--- config.mk ---
export PLATFORM = sky130hd
export DESIGN_NAME = ctr_route
export DESIGN_NICKNAME = d
export VERILOG_FILES = /design/src/rtl/ctr_route_pkg.sv /design/src/rtl/ctr_prescale.sv /design/src/rtl/ctr_sync_edge.sv /design/src/rtl/ctr_chan_sel.sv /design/src/rtl/ctr_route.sv
export SDC_FILE = /design/constraint.sdc
export NUM_CORES = 1
export LEC_CHECK = 0
export BUFFER_PORTS_ARGS = -buffer_cell sky130_fd_sc_hd__buf_2
export CAP_MARGIN = 20
export CORE_ASPECT_RATIO = 0.6
export CORE_MARGIN = 2
export CORE_UTILIZATION = 45
export CTS_CLUSTER_SIZE = 16
export DETAILED_ROUTE_END_ITERATION = 12
export GPL_TIMING_DRIVEN = 0
export HOLD_SLACK_MARGIN = 0.08
export PLACE_DENSITY_LB_ADDON = 0.05
export SYNTH_ARGS = -nofsm -noshare
export SYNTH_HDL_FRONTEND = slang
export SYNTH_HIERARCHICAL = 1
export SYNTH_SLANG_ARGS = --single-unit
--- constraint.sdc ---
create_clock -name clk -period 5 [get_ports clk]
set_input_delay 0.25 -clock clk [delete_from_list [all_inputs] [get_ports clk]]
set_output_delay 0.25 -clock clk [all_outputs]
set_load 0.02 [all_outputs]
--- src/rtl/ctr_route_pkg.sv ---
package ctr_route_pkg;

  localparam int CODE_W = 3;
  localparam int CH_PER_GRP = 3;

  localparam logic [CODE_W-1:0] CK_PIN   = 3'd0;
  localparam logic [CODE_W-1:0] CK_CHAIN = 3'd6;
  localparam logic [CODE_W-1:0] CK_GROUP = 3'd7;

  localparam logic [CODE_W-1:0] GT_ON  = 3'd0;
  localparam logic [CODE_W-1:0] GT_OFF = 3'd1;
  localparam logic [CODE_W-1:0] GT_PIN = 3'd2;
  localparam logic [CODE_W-1:0] GT_INV = 3'd3;

  // Channel whose output feeds the chained clock of channel ch.
  function automatic int chain_clk_src(int ch, int ngrp);
    int g, n, pg;
    g  = ch / CH_PER_GRP;
    n  = ch % CH_PER_GRP;
    pg = (g + ngrp - 1) % ngrp;
    return (n > 0) ? ch - 1 : pg * CH_PER_GRP + 2;
  endfunction

  // Channel whose inverted output feeds the gate of channel ch.
  function automatic int chain_gate_src(int ch, int ngrp);
    int g, n, pg;
    g  = ch / CH_PER_GRP;
    n  = ch % CH_PER_GRP;
    pg = (g + ngrp - 1) % ngrp;
    return (n == 2) ? g * CH_PER_GRP : pg * CH_PER_GRP + n + 1;
  endfunction

  // Period in ns of the internal rate selected by a clock code.
  function automatic logic [31:0] rate_period(logic [CODE_W-1:0] code,
                                              int base_ns, int dec, int nrates);
    logic [31:0] p;
    if (code == 3'd0 || int'(code) > nrates) return 32'd0;
    p = 32'(base_ns);
    for (int k = 2; k < 8; k++)
      if (k <= int'(code)) p = p * 32'(dec);
    return p;
  endfunction

endpackage

--- src/rtl/ctr_prescale.sv ---
module ctr_prescale #(
  parameter int DECADE  = 10,
  parameter int N_RATES = 5
) (
  input  logic               clk,
  input  logic               rst,
  input  logic               base_i,
  output logic [N_RATES-1:0] tick_o
);
  localparam int CW = $clog2(DECADE);

  assign tick_o[0] = base_i;

  for (genvar k = 1; k < N_RATES; k++) begin : g_stage
    logic [CW-1:0] cnt_q;
    logic          wrap;
    assign wrap      = (cnt_q == CW'(DECADE - 1));
    assign tick_o[k] = tick_o[k-1] & wrap;
    always_ff @(posedge clk) begin
      if (rst)              cnt_q <= '0;
      else if (tick_o[k-1]) cnt_q <= wrap ? '0 : cnt_q + 1'b1;
    end
  end
endmodule

--- src/rtl/ctr_sync_edge.sv ---
module ctr_sync_edge #(
  parameter int W = 1
) (
  input  logic         clk,
  input  logic         rst,
  input  logic [W-1:0] d_i,
  output logic [W-1:0] lvl_o,
  output logic [W-1:0] rise_o
);
  logic [W-1:0] s1_q, s2_q, s3_q;

  always_ff @(posedge clk) begin
    if (rst) begin
      s1_q <= '0;
      s2_q <= '0;
      s3_q <= '0;
    end else begin
      s1_q <= d_i;
      s2_q <= s1_q;
      s3_q <= s2_q;
    end
  end

  assign lvl_o  = s2_q;
  assign rise_o = s2_q & ~s3_q;
endmodule

--- src/rtl/ctr_chan_sel.sv ---
module ctr_chan_sel
  import ctr_route_pkg::*;
#(
  parameter int N_RATES = 5
) (
  input  logic               clk,
  input  logic               rst,
  input  logic [CODE_W-1:0]  ccode_i,
  input  logic [CODE_W-1:0]  gcode_i,
  input  logic [N_RATES-1:0] tick_i,
  input  logic               pin_rise_i,
  input  logic               grp_rise_i,
  input  logic               chain_rise_i,
  input  logic               gpin_lvl_i,
  input  logic               inv_src_i,
  output logic               clk_en_o,
  output logic               gate_o,
  output logic               clk_oe_o,
  output logic               gat_oe_o
);
  logic en_d, gate_d;

  always_comb begin
    en_d = 1'b0;
    case (ccode_i)
      CK_PIN:   en_d = pin_rise_i;
      CK_CHAIN: en_d = chain_rise_i;
      CK_GROUP: en_d = grp_rise_i;
      default: begin
        for (int k = 0; k < N_RATES; k++)
          if (ccode_i == CODE_W'(k + 1)) en_d = tick_i[k];
      end
    endcase
  end

  always_comb begin
    case (gcode_i)
      GT_ON:   gate_d = 1'b1;
      GT_OFF:  gate_d = 1'b0;
      GT_PIN:  gate_d = gpin_lvl_i;
      GT_INV:  gate_d = ~inv_src_i;
      default: gate_d = 1'b0;
    endcase
  end

  always_ff @(posedge clk) begin
    if (rst) begin
      clk_en_o <= 1'b0;
      gate_o   <= 1'b0;
      clk_oe_o <= 1'b0;
      gat_oe_o <= 1'b0;
    end else begin
      clk_en_o <= en_d;
      gate_o   <= gate_d;
      clk_oe_o <= (ccode_i != CK_PIN);
      gat_oe_o <= (gcode_i != GT_PIN);
    end
  end
endmodule

--- src/rtl/ctr_route.sv ---
module ctr_route
  import ctr_route_pkg::*;
#(
  parameter int N_GROUPS = 2,
  parameter int DECADE   = 10,
  parameter int N_RATES  = 5,
  parameter int BASE_NS  = 100,
  parameter int PER_W    = 20,
  parameter int NCH      = N_GROUPS * CH_PER_GRP,
  parameter int CH_W     = $clog2(NCH)
) (
  input  logic                  clk,
  input  logic                  rst,
  input  logic                  base_tick_i,
  input  logic                  cfg_we_i,
  input  logic                  cfg_wsel_i,
  input  logic [CH_W-1:0]       cfg_wch_i,
  input  logic [CODE_W-1:0]     cfg_wdata_i,
  input  logic [CH_W-1:0]       cfg_rch_i,
  input  logic                  cfg_rsel_i,
  output logic [CODE_W-1:0]     cfg_rdata_o,
  output logic [PER_W-1:0]      period_ns_o,
  input  logic [NCH-1:0]        clk_pin_i,
  input  logic [NCH-1:0]        gat_pin_i,
  input  logic [N_GROUPS-1:0]   grp_clk_i,
  input  logic [NCH-1:0]        ctr_out_i,
  output logic [NCH-1:0]        clk_en_o,
  output logic [NCH-1:0]        gate_o,
  output logic [NCH-1:0]        clk_pin_oe_o,
  output logic [NCH-1:0]        gat_pin_oe_o
);
  logic [CODE_W-1:0]   ccode_q [NCH];
  logic [CODE_W-1:0]   gcode_q [NCH];
  logic [N_RATES-1:0]  tick;
  logic [NCH-1:0]      cpin_lvl, cpin_rise, gpin_lvl, gpin_rise;
  logic [N_GROUPS-1:0] grp_lvl, grp_rise;
  logic [NCH-1:0]      out_q, out_rise;

  // Configuration store
  always_ff @(posedge clk) begin
    if (rst) begin
      for (int i = 0; i < NCH; i++) begin
        ccode_q[i] <= '0;
        gcode_q[i] <= '0;
      end
    end else if (cfg_we_i && int'(cfg_wch_i) < NCH) begin
      if (cfg_wsel_i) gcode_q[cfg_wch_i] <= cfg_wdata_i;
      else            ccode_q[cfg_wch_i] <= cfg_wdata_i;
    end
  end

  always_ff @(posedge clk) begin
    if (rst) begin
      cfg_rdata_o <= '0;
      period_ns_o <= '0;
    end else if (int'(cfg_rch_i) < NCH) begin
      cfg_rdata_o <= cfg_rsel_i ? gcode_q[cfg_rch_i] : ccode_q[cfg_rch_i];
      period_ns_o <= PER_W'(rate_period(ccode_q[cfg_rch_i], BASE_NS, DECADE, N_RATES));
    end else begin
      cfg_rdata_o <= '0;
      period_ns_o <= '0;
    end
  end

  ctr_prescale #(.DECADE(DECADE), .N_RATES(N_RATES)) u_pre (
    .clk(clk), .rst(rst), .base_i(base_tick_i), .tick_o(tick)
  );

  ctr_sync_edge #(.W(NCH)) u_csync (
    .clk(clk), .rst(rst), .d_i(clk_pin_i), .lvl_o(cpin_lvl), .rise_o(cpin_rise)
  );
  ctr_sync_edge #(.W(NCH)) u_gsync (
    .clk(clk), .rst(rst), .d_i(gat_pin_i), .lvl_o(gpin_lvl), .rise_o(gpin_rise)
  );
  ctr_sync_edge #(.W(N_GROUPS)) u_xsync (
    .clk(clk), .rst(rst), .d_i(grp_clk_i), .lvl_o(grp_lvl), .rise_o(grp_rise)
  );

  // Counter outputs are already in this clock domain: edge detect only.
  always_ff @(posedge clk) begin
    if (rst) out_q <= '0;
    else     out_q <= ctr_out_i;
  end
  assign out_rise = ctr_out_i & ~out_q;

  for (genvar i = 0; i < NCH; i++) begin : g_ch
    localparam int GRP  = i / CH_PER_GRP;
    localparam int CSRC = chain_clk_src(i, N_GROUPS);
    localparam int GSRC = chain_gate_src(i, N_GROUPS);

    ctr_chan_sel #(.N_RATES(N_RATES)) u_sel (
      .clk         (clk),
      .rst         (rst),
      .ccode_i     (ccode_q[i]),
      .gcode_i     (gcode_q[i]),
      .tick_i      (tick),
      .pin_rise_i  (cpin_rise[i]),
      .grp_rise_i  (grp_rise[GRP]),
      .chain_rise_i(out_rise[CSRC]),
      .gpin_lvl_i  (gpin_lvl[i]),
      .inv_src_i   (ctr_out_i[GSRC]),
      .clk_en_o    (clk_en_o[i]),
      .gate_o      (gate_o[i]),
      .clk_oe_o    (clk_pin_oe_o[i]),
      .gat_oe_o    (gat_pin_oe_o[i])
    );
  end

  // Levels of clock pins, group clocks and gate-pin edges are not used.
  logic unused_ok;
  assign unused_ok = ^{cpin_lvl, gpin_rise, grp_lvl};
endmodule

==> impl_metrics.env, run 1 <==
export IMPL_worst_pin_slew_ns=0.915
export IMPL_cts_htree_levels=4
export IMPL_remaining_drc_errors=0
export IMPL_pre_cts_slack_ns=-0.783
export IMPL_first_pass_iters=5
export IMPL_ioPinCount=82
export IMPL_setup_viol_count_final=0
export IMPL_regArea_um2=3500
export IMPL_cellPowerDensity_nw_per_um2=399
export IMPL_coreArea_um2=16100
export IMPL_cts_tree="built"
export IMPL_p_leak_nw=4.00
export IMPL_die_w_um=169
export IMPL_place_congestion=0.886
export IMPL_fillers=1390
export IMPL_period_share=0.974
export IMPL_cts_sinks=151
export IMPL_hold_violations=0
export IMPL_grt_usage=0.217
export IMPL_die_area_um2=17400
export IMPL_grt_setup_unrepaired="true"
export IMPL_antenna_found_initial=0
export IMPL_chipHeight_um=103
export IMPL_nets=936
export IMPL_dr_first_iter_drc_count=381
export IMPL_overflow=0
export IMPL_cts_root_buf="clkbuf_16"
export IMPL_required_ns=5.38
export IMPL_worstSetupPathType="flop to flop"
export IMPL_start_util=0.456
export IMPL_grt_max_degree=50
export IMPL_port_buffers=76
export IMPL_syn_inst=705
export IMPL_r2r_setup_slack_ns=0.13
export IMPL_cts_reportedPaths_clkPinSlew_ns=0.07
export IMPL_hp_class="input pin to flop"
export IMPL_avgViaCountPerCell=5.21
export IMPL_num_vias=5635
export IMPL_period_minus_slack_ns=4.87
export IMPL_grt_pass1_wl_mm=27.9
export IMPL_total_power_w=0.00366
export IMPL_avgSynthCellArea_um2=10.4
export IMPL_grt_pass1_vias=5109
export IMPL_clock_latency_ns=0.43
export IMPL_arrival_ns=5.25
export IMPL_worst_clock_skew_ns=0.00927
export IMPL_hpwl_mm=13.5
export IMPL_endpoint_kind="flop"
export IMPL_wirelength_mm=18.5
export IMPL_syn_area_um2=7350
export IMPL_vdd_drop_max_v=0.000227
export IMPL_start_kind="flop"
export IMPL_slew_headroom=0.390
export IMPL_path_max_fanout=7
export IMPL_drv_slew=0
export IMPL_antenna_left=0
export IMPL_wl_per_cell_um=17.1
export IMPL_fin_ws_ns=0.132
export IMPL_hold_slack_ns=0.0924
export IMPL_clockBufferDepth=2
export IMPL_multiInputGateArea_um2=3770
export IMPL_tns_ns=0
export IMPL_fmax_ghz=0.205
export IMPL_rows=36
export IMPL_fin_util=0.569
export IMPL_yosysWarnings=6
export IMPL_layout_drive_gt1_share=0.222
export IMPL_cts_buffers_inserted=17
export IMPL_drv_cap=0
export IMPL_status="completed"
export IMPL_area_delta_synth_final_pct=24.8
-- per-stage QoR --
step,instances,instance area [µm²]
2_1_floorplan,720,7410
3_3_place_gp,1005,8060
3_5_place_dp,1006,8060
4_1_cts,1073,9010
5_1_grt,1080,9180
6_report,1081,9180
-- layer usage --
metal / part of all wire / GRT usage / vias up
li1: - / - / 2779
met1: 0.52 / 0.324 / 2664
met2: 0.39 / 0.295 / 170
met3: 0.071 / 0.0668 / 22
met4: 0.011 / 0.0730 / 0
met5: 0 / 0 / -
-- path summary, 6_finish.rpt --
check                  start          endpoint  cells past startpoint
min             ctr_out_i[5]          out_q[5]                      2
max            ccode_q[2][2]    period_ns_o[9]                     23
max reg2reg    ccode_q[2][2]    period_ns_o[9]                     23
min reg2reg  u_csync/s1_q[5]  u_csync/lvl_o[5]                      1
-- report_power, final --
group,switching (W),total (W),internal [W]
Sequential,0.0000328,0.00137,0.00134
Clock,0.000534,0.00130,0.000766
Combinational,0.000565,0.000992,0.000427
-- final cells by class --
class / instances / share of cell area
multi-input combinational: 510 / 0.411
sequential: 151 / 0.382
timing repair buffer: 121 / 0.0848
clock buffer: 18 / 0.0491
tap: 209 / 0.0285
buffer: 26 / 0.0159
clock inverter: 13 / 0.0157
inverter: 32 / 0.0131
antenna: 1 / 0.000273
-- layout by cell type (no fill, tap or decap), types with 12 or more instances in the layout --
master	count
nor3_1	22
dfxtp_1	103
nand2_1	38
inv_1	29
edfxtp_1	48
a21oi_1	28
clkbuf_1	12
dlygate4sd3_1	19
mux2i_1	21
buf_2	79
clkbuf_16	18
o22ai_1	14
nor2b_1	61
nor2_1	77
conb_1	16
o21ai_0	12
buf_4	32
ha_1	34
-- state kept, by name, summed over array words and instances, names as in the netlist --
register	flops
gcode_q	24
g_ch.u_sel/clk_en_o	6
u_csync/s3_q	6
u_gsync/lvl_o	6
g_ch.u_sel/gat_oe_o	6
u_xsync/lvl_o	2
u_csync/s1_q	6
u_xsync/s1_q	2
g_ch.u_sel/gate_o	6
ccode_q	24
u_gsync/s1_q	6
period_ns_o	18
out_q	6
cfg_rdata_o	3
u_xsync/s3_q	2
g_ch.u_sel/clk_oe_o	6
u_pre/g_stage.cnt_q	16
u_csync/lvl_o	6
-- what timing repair did --
action | in CTS | in global routing
hold buffers | 19 | 0
pin swaps | 0 | 6
hold endpoints to repair | 19 | 0
setup endpoints to repair | 8 | 4
setup buffers | 18 | 7
resized for setup | 13 | 20
-- critical path, stage by stage (launching register included) --
cell,delay (ns)
edfxtp_1,0.47
mux4_2,0.51
mux2i_4,0.18
buf_4,0.20
nand2_4,0.08
buf_12,0.13
ha_4,0.30
nand2_1,0.12
a21boi_2,0.22
ha_4,0.28
ha_4,0.13
inv_1,0.05
fa_1,0.41
xnor2_1,0.17
nor2_1,0.09
a21oi_1,0.05
nor2_1,0.17
nor2_1,0.06
ha_1,0.30
ha_1,0.30
xor2_1,0.18
o22ai_1,0.10
a21oi_1,0.17
and2_1,0.14
Note: power is estimated with default switching activity, not from simulation.
==> inputs of run 2 (changes only) <==
- CORE_UTILIZATION: 45 -> 53
- SKIP_LAST_GASP: default -> 1
==> impl_metrics.env, run 2 (synthesis results as in run 1) <==
export IMPL_pre_cts_slack_ns=-0.872
export IMPL_cts_htree_levels=4
export IMPL_setup_viol_count_final=0
export IMPL_switching_power_w=0.00117
export IMPL_final_area_um2=9110
export IMPL_status="completed"
export IMPL_layout_drive_gt1_share=0.235
export IMPL_cellPowerDensity_nw_per_um2=399
export IMPL_start_util=0.541
export IMPL_grt_max_degree=50
export IMPL_die_w_um=156
export IMPL_diodes=0
export IMPL_grt_pass1_wl_mm=26.8
export IMPL_cts_sinks=151
export IMPL_start_kind="flop"
export IMPL_num_vias=5664
export IMPL_period_share=0.967
export IMPL_slew_headroom=0.405
export IMPL_worst_clock_skew_ns=0.0105
export IMPL_endpoint_kind="flop"
export IMPL_final_cells=1048
export IMPL_drv_slew=0
export IMPL_p_int_w=0.00247
export IMPL_worst_pin_slew_ns=0.892
export IMPL_port_buffers=76
export IMPL_pwr_share_comb=0.285
export IMPL_overflow=0
export IMPL_wirelength_mm=17.7
export IMPL_fin_ws_ns=0.166
export IMPL_required_ns=5.31
export IMPL_clockBufferDepth=2
export IMPL_fin_util=0.671
export IMPL_fmax_ghz=0.207
export IMPL_dr_first_iter_drc_count=428
export IMPL_reg_largest_list="ccode_q: 24 flops, gcode_q: 24 flops, period_ns_o: 18 flops"
export IMPL_wl_per_cell_um=16.9
export IMPL_rows=33
export IMPL_antenna_left=0
export IMPL_ioPinCount=82
export IMPL_vdd_drop_max_v=0.000198
export IMPL_final_cell_mix="dfxtp_1, buf_2, nor2_1, nor2b_1, edfxtp_1"
export IMPL_nets=937
export IMPL_total_power_w=0.00363
export IMPL_period_minus_slack_ns=4.83
export IMPL_dp_cells=972
export IMPL_hp_class="input pin to flop"
export IMPL_coreArea_um2=13600
export IMPL_place_congestion=0.869
export IMPL_remaining_drc_errors=0
export IMPL_first_pass_iters=5
export IMPL_grt_pass1_vias=5099
export IMPL_chipHeight_um=95.2
export IMPL_hold_violations=0
export IMPL_antenna_found_initial=0
export IMPL_final_common_cell="dfxtp_1"
export IMPL_worstSetupPathType="flop to flop"
export IMPL_path_max_fanout=4
export IMPL_cts_buffers_inserted=17
export IMPL_grt_usage=0.241
export IMPL_avgViaCountPerCell=5.40
export IMPL_die_area_um2=14900
export IMPL_seqPwrFrac=0.377
export IMPL_cts_reportedPaths_clkPinSlew_ns=0.07
export IMPL_p_leak_nw=4.01
export IMPL_cts_root_buf="clkbuf_16"
export IMPL_p_clk_frac=0.338
export IMPL_clock_latency_ns=0.42
export IMPL_cts_tree="built"
export IMPL_area_delta_synth_final_pct=23.9
export IMPL_swShare=0.321
export IMPL_placed_cell_area_um2=8020
export IMPL_hpwl_mm=12.9
export IMPL_drv_cap=0
export IMPL_arrival_ns=5.14
## run 2: changes by cell type in the layout (fill, tap and decap cells not counted), sizes merged
| cell | delta |
|---|---|
| buf | +6 |
| inv | +4 |
| dlygate4sd3 | -3 |
| bufinv | -2 |
| clkinvlp | -2 |
| clkbuf | -1 |
| diode | -1 |
## run 2: final timing paths
path                        start               end  slack, ns  cells past startpoint
hold reg to reg   u_gsync/s1_q[5]  u_gsync/lvl_o[5]       0.44                      1
setup reg to reg    ccode_q[4][0]    period_ns_o[9]       0.17                     25
hold / removal       ctr_out_i[0]          out_q[0]       0.08                      2
setup / recovery    ccode_q[4][0]    period_ns_o[9]       0.17                     25
## run 2: worst max-delay path, stage by stage, from the launching register on
cell and delay [ns]:
edfxtp_1 0.40, mux2i_1 0.12, mux4_2 0.49, or3_4 0.40, nand2_4 0.11, inv_2 0.06
ha_4 0.17, inv_2 0.06, nor2_2 0.05, a21oi_2 0.19, inv_1 0.07, ha_1 0.28
ha_2 0.19, inv_1 0.06, fa_2 0.54, nor2_1 0.06, a21oi_2 0.22, inv_2 0.08
ha_4 0.25, ha_4 0.24, a21oi_2 0.14, nand2_1 0.08, xor2_1 0.14, o22ai_1 0.10
a21oi_1 0.08, and2_1 0.15
## run 2: power by group through the flow
stage,logic [W],clock network [W],registers [W]
floorplan,0.000600,0,0.00143
global placement,0.000860,0,0.00140
detailed placement,0.000879,0,0.00140
CTS,0.000930,0.00124,0.00137
global route,0.00112,0.00129,0.00138
finish,0.00103,0.00123,0.00137
## run 2: area by class of cell
cell class / instances / area, µm²
Fill cell: 1076 / 4470
Clock inverter: 13 / 110
Multi-Input combinational cell: 510 / 3790
Inverter: 32 / 120
Buffer: 23 / 128
Sequential cell: 151 / 3500
Clock buffer: 19 / 454
Tap cell: 175 / 219
Timing Repair Buffer: 125 / 788
## run 2: metal layers
metal	share of wire	vias up	global-route usage
met5	0	-	0
met4	0.0055	0	0.0596
met3	0.083	7	0.0650
met2	0.40	208	0.334
met1	0.51	2673	0.371
li1	-	2776	-
## run 2: through the flow
stage / hold WS (ns) / TNS [ns]
floorplan: 0.319 / 0
global placement: 0.414 / -4.02
detailed placement: 0.420 / -4.21
CTS: 0.0817 / -0.0940
global route: 0.0837 / -0.0323
finish: 0.0799 / 0
## run 2: timing repair
action,4_1_cts,5_1_grt
hold endpoints to repair,15,1
hold buffers,15,1
pin swaps,0,6
endpoints found under the setup margin,8,5
buffers inserted,14,18
resized for setup,9,22
==> inputs of run 3 (changes only) <==
- BUFFER_PORTS_ARGS: -buffer_cell sky130_fd_sc_hd__buf_2 -> -buffer_cell sky130_fd_sc_hd__clkbuf_2
==> impl_metrics.env, run 3 (synthesis results as in run 1) <==
export IMPL_fillers=1075
export IMPL_pwr_share_comb=0.277
export IMPL_p_int_w=0.00249
export IMPL_cts_buffers_inserted=17
export IMPL_final_common_cell="dfxtp_1"
export IMPL_grt_setup_unrepaired="true"
export IMPL_wl_per_cell_um=17.1
export IMPL_reg2reg_depth=25
export IMPL_grt_usage=0.252
export IMPL_cts_sinks=151
export IMPL_worst_hold_path_endpoint="out_q[0]"
export IMPL_setup_viol_count_final=0
export IMPL_hp_class="input pin to flop"
export IMPL_seqPwrFrac=0.372
export IMPL_start_util=0.541
export IMPL_grt_max_degree=50
export IMPL_dp_cells=972
export IMPL_start_kind="flop"
export IMPL_cts_reportedPaths_clkPinSlew_ns=0.07
export IMPL_period_share=0.983
export IMPL_worst_clock_skew_ns=0.0146
export IMPL_swShare=0.324
export IMPL_num_vias=5739
export IMPL_cts_htree_levels=4
export IMPL_overflow=0
export IMPL_reg_largest_list="ccode_q: 24 flops, gcode_q: 24 flops, period_ns_o: 18 flops"
export IMPL_p_leak_nw=4.03
export IMPL_r2r_setup_slack_ns=0.08
export IMPL_switching_power_w=0.00120
export IMPL_clockBufferDepth=2
export IMPL_rr_endpoint="period_ns_o[9]"
export IMPL_layout_drive_gt1_share=0.238
export IMPL_arrival_ns=5.23
export IMPL_pre_cts_slack_ns=-0.859
export IMPL_hold_path_depth=2
export IMPL_worstSetupPathType="flop to flop"
export IMPL_final_cells=1050
export IMPL_drv_cap=0
export IMPL_place_congestion=0.838
export IMPL_avgViaCountPerCell=5.47
export IMPL_wirelength_mm=17.9
export IMPL_antenna_left=0
export IMPL_rows=33
export IMPL_cts_root_buf="clkbuf_16"
export IMPL_clock_latency_ns=0.42
export IMPL_nets=939
export IMPL_grt_pass1_wl_mm=28.3
export IMPL_cellPowerDensity_nw_per_um2=403
export IMPL_dr_first_iter_drc_count=462
export IMPL_p_clk_frac=0.351
export IMPL_slew_headroom=0.314
export IMPL_timing_rr_start="ccode_q[3][0]"
export IMPL_coreArea_um2=13600
export IMPL_required_ns=5.31
export IMPL_hold_slack_ns=0.0910
export IMPL_remaining_drc_errors=0
export IMPL_first_pass_iters=5
export IMPL_fmax_ghz=0.203
export IMPL_die_area_um2=14900
export IMPL_path_max_fanout=4
export IMPL_diodes=0
export IMPL_area_delta_synth_final_pct=24.4
export IMPL_cts_tree="built"
export IMPL_fin_ws_ns=0.0836
export IMPL_antenna_found_initial=1
export IMPL_port_buffers=76
export IMPL_die_w_um=156
export IMPL_status="completed"
export IMPL_hpwl_mm=13.3
export IMPL_ioPinCount=82
export IMPL_fin_util=0.674
export IMPL_worst_pin_slew_ns=1.03
export IMPL_chipHeight_um=95.2
export IMPL_hold_start="ctr_out_i[0]"
export IMPL_vdd_drop_max_v=0.000207
export IMPL_drv_slew=0
export IMPL_period_minus_slack_ns=4.92
export IMPL_final_cell_mix="dfxtp_1, nor2_1, clkbuf_2, nor2b_1, edfxtp_1"
export IMPL_endpoint_kind="flop"
export IMPL_grt_pass1_vias=5308
export IMPL_hold_violations=0
[run 3: cell types whose count changed in the layout (fill, tap and decap cells not counted), sizes merged]
cell | previous run | this run
clkbuf | 30 | 104
buf | 121 | 48
bufinv | 0 | 1
clkinv | 4 | 5
clkinvlp | 1 | 0
dlygate4sd3 | 16 | 15
inv | 40 | 41
[run 3: what timing repair did]
action	CTS	global route
gates resized for setup	12	20
endpoints found under the hold margin	15	0
setup buffers	16	19
hold buffers	15	0
endpoints found under the setup margin	8	4
pin swaps	0	8
[run 3: worst max-delay path by stage]
stage,from,to
2_1_floorplan,cfg_rch_i[2],period_ns_o[9]
3_3_place_gp,ccode_q[0][2],period_ns_o[9]
3_5_place_dp,ccode_q[0][2],period_ns_o[9]
4_1_cts,ccode_q[3][0],period_ns_o[9]
5_1_grt,ccode_q[0][2],period_ns_o[9]
6_report,ccode_q[3][0],period_ns_o[9]
[run 3: final cells by class]
class | instances | area, µm² | area share
Tap cell | 175 | 219 | 0.0239
Inverter | 32 | 120 | 0.0131
Sequential cell | 151 | 3500 | 0.383
Buffer | 23 | 128 | 0.0139
Clock inverter | 15 | 179 | 0.0196
Timing Repair Buffer | 127 | 805 | 0.0879
Multi-Input combinational cell | 510 | 3770 | 0.412
Clock buffer | 17 | 425 | 0.0465
[run 3: critical path, stage by stage, from the launching register on]
cell and delay [ns]:
edfxtp_1 0.40, mux2i_1 0.11, mux4_2 0.50, or3_4 0.41
nand2_4 0.11, inv_2 0.06, ha_4 0.18, inv_2 0.07
nor2_2 0.06, a21oi_2 0.16, inv_1 0.07, ha_1 0.28
ha_2 0.19, inv_1 0.06, fa_2 0.51, nor2_1 0.05
a21oi_2 0.22, inv_1 0.07, ha_1 0.30, ha_1 0.29
a21oi_1 0.14, nand2_1 0.08, xor2_1 0.14, o22ai_1 0.11
a21oi_1 0.08, and2_1 0.14
[run 3: power by group through the flow]
| stage | logic [W] | clock network (W) | registers (W) |
|---|---|---|---|
| 2_1_floorplan | 0.000600 | 0 | 0.00143 |
| 3_3_place_gp | 0.000859 | 0 | 0.00140 |
| 3_5_place_dp | 0.000881 | 0 | 0.00141 |
| 4_1_cts | 0.000936 | 0.00131 | 0.00138 |
| 5_1_grt | 0.00112 | 0.00137 | 0.00138 |
| 6_report | 0.00102 | 0.00129 | 0.00137 |
[run 3: per-stage QoR]
step / setup TNS (ns) / power, W / instance area (µm²)
CTS: -0.0156 / 0.00362 / 8920
floorplan: 0 / 0.00203 / 7410
global placement: -4.56 / 0.00226 / 8010
finish: 0 / 0.00369 / 9150
detailed placement: -4.60 / 0.00229 / 8020
global route: -0.0558 / 0.00387 / 9150
[run 3: per-layer routing]
| metal | part of all wire | track usage | wire [µm] | up-vias |
|---|---|---|---|---|
| met5 | 0.00039 | 0 | 7 | - |
| met3 | 0.090 | 0.0700 | 1610 | 19 |
| met1 | 0.49 | 0.380 | 8750 | 2721 |
| met4 | 0.0076 | 0.0535 | 136 | 2 |
| li1 | - | - | - | 2784 |
| met2 | 0.41 | 0.363 | 7430 | 213 |
